--- src/rtl/ras_pkg.sv ---
package ras_pkg;

  typedef enum logic [1:0] {
    RAS_REG_STATUS = 2'd0,
    RAS_REG_TOS_LO = 2'd1,
    RAS_REG_TOS_HI = 2'd2,
    RAS_REG_TOS_UP = 2'd3
  } ras_reg_e;

  localparam int RAS_FULL_BIT = 7;
  localparam int RAS_UNF_BIT  = 6;
  localparam int RAS_LANES    = 3;

  // Status byte layout: full, underflow, spare zero, 5-bit pointer field.
  function automatic logic [7:0] ras_pack_status(logic full, logic unf, logic [4:0] ptr);
    return {full, unf, 1'b0, ptr};
  endfunction

  // Replace one byte lane of a padded 24-bit entry.
  function automatic logic [23:0] ras_merge_lane(logic [23:0] word, logic [1:0] lane,
                                                 logic [7:0] data);
    logic [23:0] r;
    r = word;
    case (lane)
      2'd0:    r[7:0]   = data;
      2'd1:    r[15:8]  = data;
      default: r[23:16] = data;
    endcase
    return r;
  endfunction

endpackage

--- src/rtl/ras_ptr_ctrl.sv ---
module ras_ptr_ctrl #(
  parameter int PTR_W = 5
) (
  input  logic             clk,
  input  logic             rst_n,
  input  logic             push_i,
  input  logic             pop_i,
  input  logic             cfg_ovf_rst_i,
  input  logic             stat_wr_i,
  input  logic [PTR_W-1:0] stat_ptr_i,
  input  logic             stat_keep_full_i,
  input  logic             stat_keep_unf_i,
  output logic [PTR_W-1:0] ptr_o,
  output logic [PTR_W-1:0] wr_slot_o,
  output logic             full_o,
  output logic             unf_o,
  output logic             rst_req_o,
  output logic             ev_store_o,
  output logic             ev_ovf_o,
  output logic             ev_sat_o,
  output logic             ev_unf_o,
  output logic             ev_stat_o
);
  localparam logic [PTR_W-1:0] TOP = {PTR_W{1'b1}};

  logic [PTR_W-1:0] ptr_q;
  logic             full_q, unf_q, rst_req_q;
  logic             do_pop, at_top, at_bot;
  logic [PTR_W-1:0] inc;

  always_comb begin
    do_pop     = pop_i & ~push_i;
    at_top     = (ptr_q == TOP);
    at_bot     = (ptr_q == '0);
    inc        = ptr_q + 1'b1;
    ev_store_o = push_i & ~at_top;
    ev_ovf_o   = ev_store_o & (inc == TOP);
    ev_sat_o   = push_i & at_top;
    ev_unf_o   = do_pop & at_bot;
    ev_stat_o  = stat_wr_i & ~push_i & ~pop_i;
  end

  always_ff @(posedge clk or negedge rst_n) begin
    if (!rst_n) begin
      ptr_q     <= '0;
      full_q    <= 1'b0;
      unf_q     <= 1'b0;
      rst_req_q <= 1'b0;
    end else begin
      rst_req_q <= ev_ovf_o & cfg_ovf_rst_i;
      if (ev_store_o)
        ptr_q <= (ev_ovf_o && cfg_ovf_rst_i) ? '0 : inc;
      else if (do_pop && !at_bot)
        ptr_q <= ptr_q - 1'b1;
      else if (ev_stat_o)
        ptr_q <= stat_ptr_i;

      if (ev_ovf_o || ev_sat_o)
        full_q <= 1'b1;
      else if (ev_stat_o && !stat_keep_full_i)
        full_q <= 1'b0;

      if (ev_unf_o)
        unf_q <= 1'b1;
      else if (ev_stat_o && !stat_keep_unf_i)
        unf_q <= 1'b0;
    end
  end

  assign ptr_o     = ptr_q;
  assign wr_slot_o = inc;
  assign full_o    = full_q;
  assign unf_o     = unf_q;
  assign rst_req_o = rst_req_q;

endmodule

--- src/rtl/ras_store.sv ---
module ras_store #(
  parameter int ADDR_W = 21,
  parameter int PTR_W  = 5
) (
  input  logic              clk,
  input  logic              rst_n,
  input  logic              wr_en_i,
  input  logic [PTR_W-1:0]  wr_idx_i,
  input  logic [ADDR_W-1:0] wr_data_i,
  input  logic [PTR_W-1:0]  rd_idx_i,
  output logic [ADDR_W-1:0] rd_data_o
);
  localparam int DEPTH = (1 << PTR_W) - 1;

  logic [ADDR_W-1:0] mem [1:DEPTH];

  always_ff @(posedge clk or negedge rst_n) begin
    if (!rst_n) begin
      for (int i = 1; i <= DEPTH; i++) mem[i] <= '0;
    end else if (wr_en_i && wr_idx_i != '0) begin
      mem[wr_idx_i] <= wr_data_i;
    end
  end

  // Slot zero has no storage behind it and reads as zero.
  assign rd_data_o = (rd_idx_i == '0) ? '0 : mem[rd_idx_i];

endmodule

--- src/rtl/ras_regport.sv ---
module ras_regport
  import ras_pkg::*;
#(
  parameter int ADDR_W = 21,
  parameter int PTR_W  = 5
) (
  input  logic              reg_wr_i,
  input  logic [1:0]        reg_addr_i,
  input  logic [7:0]        reg_wdata_i,
  input  logic              busy_i,
  input  logic [PTR_W-1:0]  ptr_i,
  input  logic              full_i,
  input  logic              unf_i,
  input  logic [ADDR_W-1:0] tos_i,
  output logic [7:0]        reg_rdata_o,
  output logic              stat_wr_o,
  output logic              tos_wr_o,
  output logic [ADDR_W-1:0] tos_wdata_o
);
  logic [23:0] tos_pad;
  logic [7:0]  lane_b [RAS_LANES];
  logic [23:0] merged;

  assign tos_pad = 24'(tos_i);

  genvar k;
  generate
    for (k = 0; k < RAS_LANES; k++) begin : g_lane
      assign lane_b[k] = tos_pad[8*k +: 8];
    end
  endgenerate

  always_comb begin
    case (ras_reg_e'(reg_addr_i))
      RAS_REG_STATUS: reg_rdata_o = ras_pack_status(full_i, unf_i, 5'(ptr_i));
      RAS_REG_TOS_LO: reg_rdata_o = lane_b[0];
      RAS_REG_TOS_HI: reg_rdata_o = lane_b[1];
      default:        reg_rdata_o = lane_b[2];
    endcase
    merged      = ras_merge_lane(tos_pad, reg_addr_i - 2'd1, reg_wdata_i);
    tos_wdata_o = merged[ADDR_W-1:0];
    stat_wr_o   = reg_wr_i & (reg_addr_i == RAS_REG_STATUS);
    tos_wr_o    = reg_wr_i & ~busy_i & (reg_addr_i != RAS_REG_STATUS) & (ptr_i != '0);
  end

endmodule

--- src/rtl/ret_addr_stack.sv ---
module ret_addr_stack
  import ras_pkg::*;
#(
  parameter int ADDR_W = 21,
  parameter int PTR_W  = 5
) (
  input  logic              clk,
  input  logic              rst_n,
  input  logic              push_i,
  input  logic [ADDR_W-1:0] push_addr_i,
  input  logic              pop_i,
  output logic [ADDR_W-1:0] pop_addr_o,
  input  logic              cfg_ovf_rst_i,
  output logic              rst_req_o,
  input  logic              reg_wr_i,
  input  logic [1:0]        reg_addr_i,
  input  logic [7:0]        reg_wdata_i,
  output logic [7:0]        reg_rdata_o
);
  logic [PTR_W-1:0]  sp, wr_slot;
  logic              flag_full, flag_unf;
  logic              ev_store, ev_ovf, ev_sat, ev_unf, ev_stat;
  logic              stat_wr, tos_wr;
  logic [ADDR_W-1:0] tos_word, tos_wdata;
  logic              mem_we;
  logic [PTR_W-1:0]  mem_idx;
  logic [ADDR_W-1:0] mem_wdata;

  ras_ptr_ctrl #(.PTR_W(PTR_W)) u_ptr (
    .clk             (clk),
    .rst_n           (rst_n),
    .push_i          (push_i),
    .pop_i           (pop_i),
    .cfg_ovf_rst_i   (cfg_ovf_rst_i),
    .stat_wr_i       (stat_wr),
    .stat_ptr_i      (reg_wdata_i[PTR_W-1:0]),
    .stat_keep_full_i(reg_wdata_i[RAS_FULL_BIT]),
    .stat_keep_unf_i (reg_wdata_i[RAS_UNF_BIT]),
    .ptr_o           (sp),
    .wr_slot_o       (wr_slot),
    .full_o          (flag_full),
    .unf_o           (flag_unf),
    .rst_req_o       (rst_req_o),
    .ev_store_o      (ev_store),
    .ev_ovf_o        (ev_ovf),
    .ev_sat_o        (ev_sat),
    .ev_unf_o        (ev_unf),
    .ev_stat_o       (ev_stat)
  );

  ras_regport #(.ADDR_W(ADDR_W), .PTR_W(PTR_W)) u_regs (
    .reg_wr_i    (reg_wr_i),
    .reg_addr_i  (reg_addr_i),
    .reg_wdata_i (reg_wdata_i),
    .busy_i      (push_i | pop_i),
    .ptr_i       (sp),
    .full_i      (flag_full),
    .unf_i       (flag_unf),
    .tos_i       (tos_word),
    .reg_rdata_o (reg_rdata_o),
    .stat_wr_o   (stat_wr),
    .tos_wr_o    (tos_wr),
    .tos_wdata_o (tos_wdata)
  );

  // A push writes the slot above the pointer; a register write hits the slot under it.
  always_comb begin
    mem_we    = ev_store | tos_wr;
    mem_idx   = ev_store ? wr_slot : sp;
    mem_wdata = ev_store ? push_addr_i : tos_wdata;
  end

  ras_store #(.ADDR_W(ADDR_W), .PTR_W(PTR_W)) u_store (
    .clk       (clk),
    .rst_n     (rst_n),
    .wr_en_i   (mem_we),
    .wr_idx_i  (mem_idx),
    .wr_data_i (mem_wdata),
    .rd_idx_i  (sp),
    .rd_data_o (tos_word)
  );

  assign pop_addr_o = tos_word;

endmodule

--- config.mk ---
export PLATFORM = sky130hd
export DESIGN_NAME = ret_addr_stack
export DESIGN_NICKNAME = d
export VERILOG_FILES = /design/src/rtl/ras_pkg.sv /design/src/rtl/ras_ptr_ctrl.sv /design/src/rtl/ras_store.sv /design/src/rtl/ras_regport.sv /design/src/rtl/ret_addr_stack.sv
export SDC_FILE = /design/constraint.sdc
export NUM_CORES = 1
export LEC_CHECK = 0
export ABC_CLOCK_PERIOD_IN_PS = 4230
export CELL_PAD_IN_SITES_DETAIL_PLACEMENT = 0
export CELL_PAD_IN_SITES_GLOBAL_PLACEMENT = 2
export CORE_MARGIN = 8
export CORE_UTILIZATION = 30
export DETAILED_ROUTE_END_ITERATION = 8
export PLACE_DENSITY_LB_ADDON = 0.1
export SETUP_SLACK_MARGIN = 0.5
export SYNTH_ARGS = -nofsm -noshare
export SYNTH_HDL_FRONTEND = slang
export SYNTH_SLANG_ARGS = --single-unit
--- constraint.sdc ---
create_clock -name clk -period 4.23 [get_ports clk]
set_input_delay 0.846 -clock clk [delete_from_list [all_inputs] [get_ports clk]]
set_output_delay 0.846 -clock clk [all_outputs]
set_load 0.02 [all_outputs]
==> metrics.yaml <==
port_buffers: 66
clock_latency_ns: 0.64
nets: 3106
start_kind: "register"
h-tree-depth: 3
cts.path.max_buffers: 3
cts_tree: "yes"
cap_violations: 0
synthFlopType: "dfrtp_1"
synth_edf_count: 0
drtIter0Drc: 1607
yosysUniqueCellTypes: 74
num_rows: 118
vdd_drop_max_v: 0.000421
globalplace.congestion: 0.875
yosys-top-cells-area: "dfrtp_1 (53%), o21ai_0 (5.7%), mux2i_1 (5.5%), mux2_2 (4.8%), nand2_1 (4.7%)"
avgSynthCellArea_sq_um: 11.0
grt_first_pass_wirelength_microns: 168000
wl_per_cell_microns: 25.1
status: "finished with violations"
drv_slew: 0
violations: "negative setup slack"
die_w_microns: 339
dpl-instance-area_sq_um: 34300
critPathMaxFanout: 8
ys_top_cells_by_count: "dfrtp_1 (659), nand2_1 (394), o21ai_0 (360)"
vias: 23200
dp_hpwl_microns: 73200
io_pins: 67
post-route-drc-count: 0
synth_top_area_share_pct: 52.6
path_class: "register to output port"
synth_cells: 2855
coreArea_sq_um: 104000
grt_pass1_vias: 24100
grt_overflow: 0
min_period_over_period_pct: 100
yosysSeqAreaShare_pct: 52.6
viasPerCell: 5.17
required_ns: 3.38
leakagePower_nw: 17.3
maxSlewHeadroom_pct: 33.8
synthesis.area_sq_um: 31400
grt_max_degree: 104
wl_microns: 113000
cts_buffers: 79
worst_pin_slew_ns: 0.992
firstDrtPassIters: 6
grt_usage_pct: 19.2
ys_ff_latch: 659
finalCriticalPeriod_ns: 4.24
die_h_microns: 339
finalSetupViolations: 1
pre_cts_slack_ns: 0.0676
worst_setup_path_end_kind: "output port"
dp_cells: 4224
ant_nets: 0
finalSetupTns_ns: -0.00668
cts.sinks: 659
fin_skew_ns: 0.0215
die_area_sq_um: 115000
layout-drive-gt1-share_pct: 28.1
hold_class: "primary input to asynchronous set/reset pin"
postSynth.asyncResetShare_pct: 100
final_cells: 4495
p_per_area_nw_per_um2: 887
fin_ws_ns: -0.00668
syn_nets: 2900
clkTransAtPathRegs_ns: 0.05
rsz0062_at_grt: "true"
fmax_mhz: 236
fin_area_sq_um: 39500
hold_viol: 0
cts_root_buf: "clkbuf_16"
cts.hold.buffers_added: 0
critPathArrivalTime_ns: 3.39
start_util_pct: 30.3
antenna_found_initial: 4
yosysMostFrequentCell: "dfrtp_1"
yosysWarnings: 0
yosys.area.top_type: "dfrtp_1"
synthToLayoutAreaGrowth_pct: 25.9
post-route-util_pct: 38.1
[power by group]
part | internal [W] | total, W | leakage (nW) | switching (W)
Clock | 0.00414 | 0.00683 | 1.25 | 0.00269
Combinational | 0.00818 | 0.0176 | 7.63 | 0.00938
Sequential | 0.00911 | 0.0107 | 8.40 | 0.00157
[flip-flops by register name, summed over array words and instances, names as in the netlist]
signal and flops:
u_store.mem 651, u_ptr.rst_req_o 1, u_ptr.full_o 1, u_ptr.unf_o 1
u_ptr.ptr_o 5
[layout by cell type, fill, tap and decap left out, types with 79 or more instances in the layout]
cell type    n
dfrtp_1    656
nand2_1    388
o21ai_0    351
buf_4      213
nor2_1     179
a31oi_1    165
mux2i_1    155
mux2_2     130
clkbuf_16   82
buf_6       79
[kinds of logic (layout without fill, tap and decap cells)]
kind of cell	count (synthesis)	count (layout)	synth area share (%)
compound gates	733	733	14.0
fa+ha+maj	8	8	0.319
mux	422	422	17.8
simple gates	730	730	10.4
buf+inv	298	557	4.82
xor+xnor	5	5	0.140
flops	659	659	52.6
other cells	0	1	0
[critical path, cell delays in order, from the launching register on]
cell	delay, ns
dfrtp_4	0.50
buf_6	0.14
buf_12	0.14
buf_16	0.15
mux4_4	0.56
mux4_2	0.50
a211o_4	0.41
nor2_4	0.10
a21oi_2	0.08
buf_6	0.17
[metal layers]
metal	vias to the layer above	wire, microns	global-route usage (%)
met2	524	53000	31.3
met5	-	25	0
li1	10700	-	-
met1	11900	51600	26.1
met3	135	5640	4.00
met4	4	2680	4.80
[cell type report]
| cell class | instances | area, sq um |
|---|---|---|
| Timing Repair Buffer | 407 | 4580 |
| Multi-Input combinational cell | 1898 | 14100 |
| Clock buffer | 121 | 2340 |
| Fill cell | 10200 | 64100 |
| Sequential cell | 659 | 16500 |
| Antenna cell | 1 | 2.50 |
| Tap cell | 1380 | 1730 |
| Clock inverter | 13 | 218 |
| Inverter | 16 | 62.6 |
[timing repair]
action | in CTS | in global routing
buffers inserted | 96 | 23
gates cloned | 15 | 2
resized for setup | 281 | 76
endpoints found under the setup margin | 446 | 315
pin swaps | 63 | 41
[path summary, 6_finish.rpt]
kind	startpoint	to	slack (ns)	cells after the start
min	rst_n	u_store.mem[211]$_DFFE_PN0P_	0.22	1
max in group asynchronous	rst_n	u_store.mem[349]$_DFFE_PN0P_	2.91	3
min in group clk	u_store.mem[626]$_DFFE_PN0P_	u_store.mem[626]$_DFFE_PN0P_	0.47	2
max reg2reg	u_ptr.ptr_o[0]$_DFFE_PN0P_	u_store.mem[492]$_DFFE_PN0P_	0.59	15
max	u_ptr.ptr_o[0]$_DFFE_PN0P_	reg_rdata_o[3]	-0.007	9
min reg2reg	u_store.mem[626]$_DFFE_PN0P_	u_store.mem[626]$_DFFE_PN0P_	0.47	2
[per-stage QoR]
| step | power [W] | hold slack (ns) |
|---|---|---|
| 2_1_floorplan | 0.0194 | 0.442 |
| 3_3_place_gp | 0.0249 | 0.455 |
| 3_5_place_dp | 0.0252 | 0.464 |
| 4_1_cts | 0.0348 | 0.225 |
| 5_1_grt | 0.0372 | 0.244 |
| 6_report | 0.0351 | 0.222 |
(Power assumes the default switching activity.)
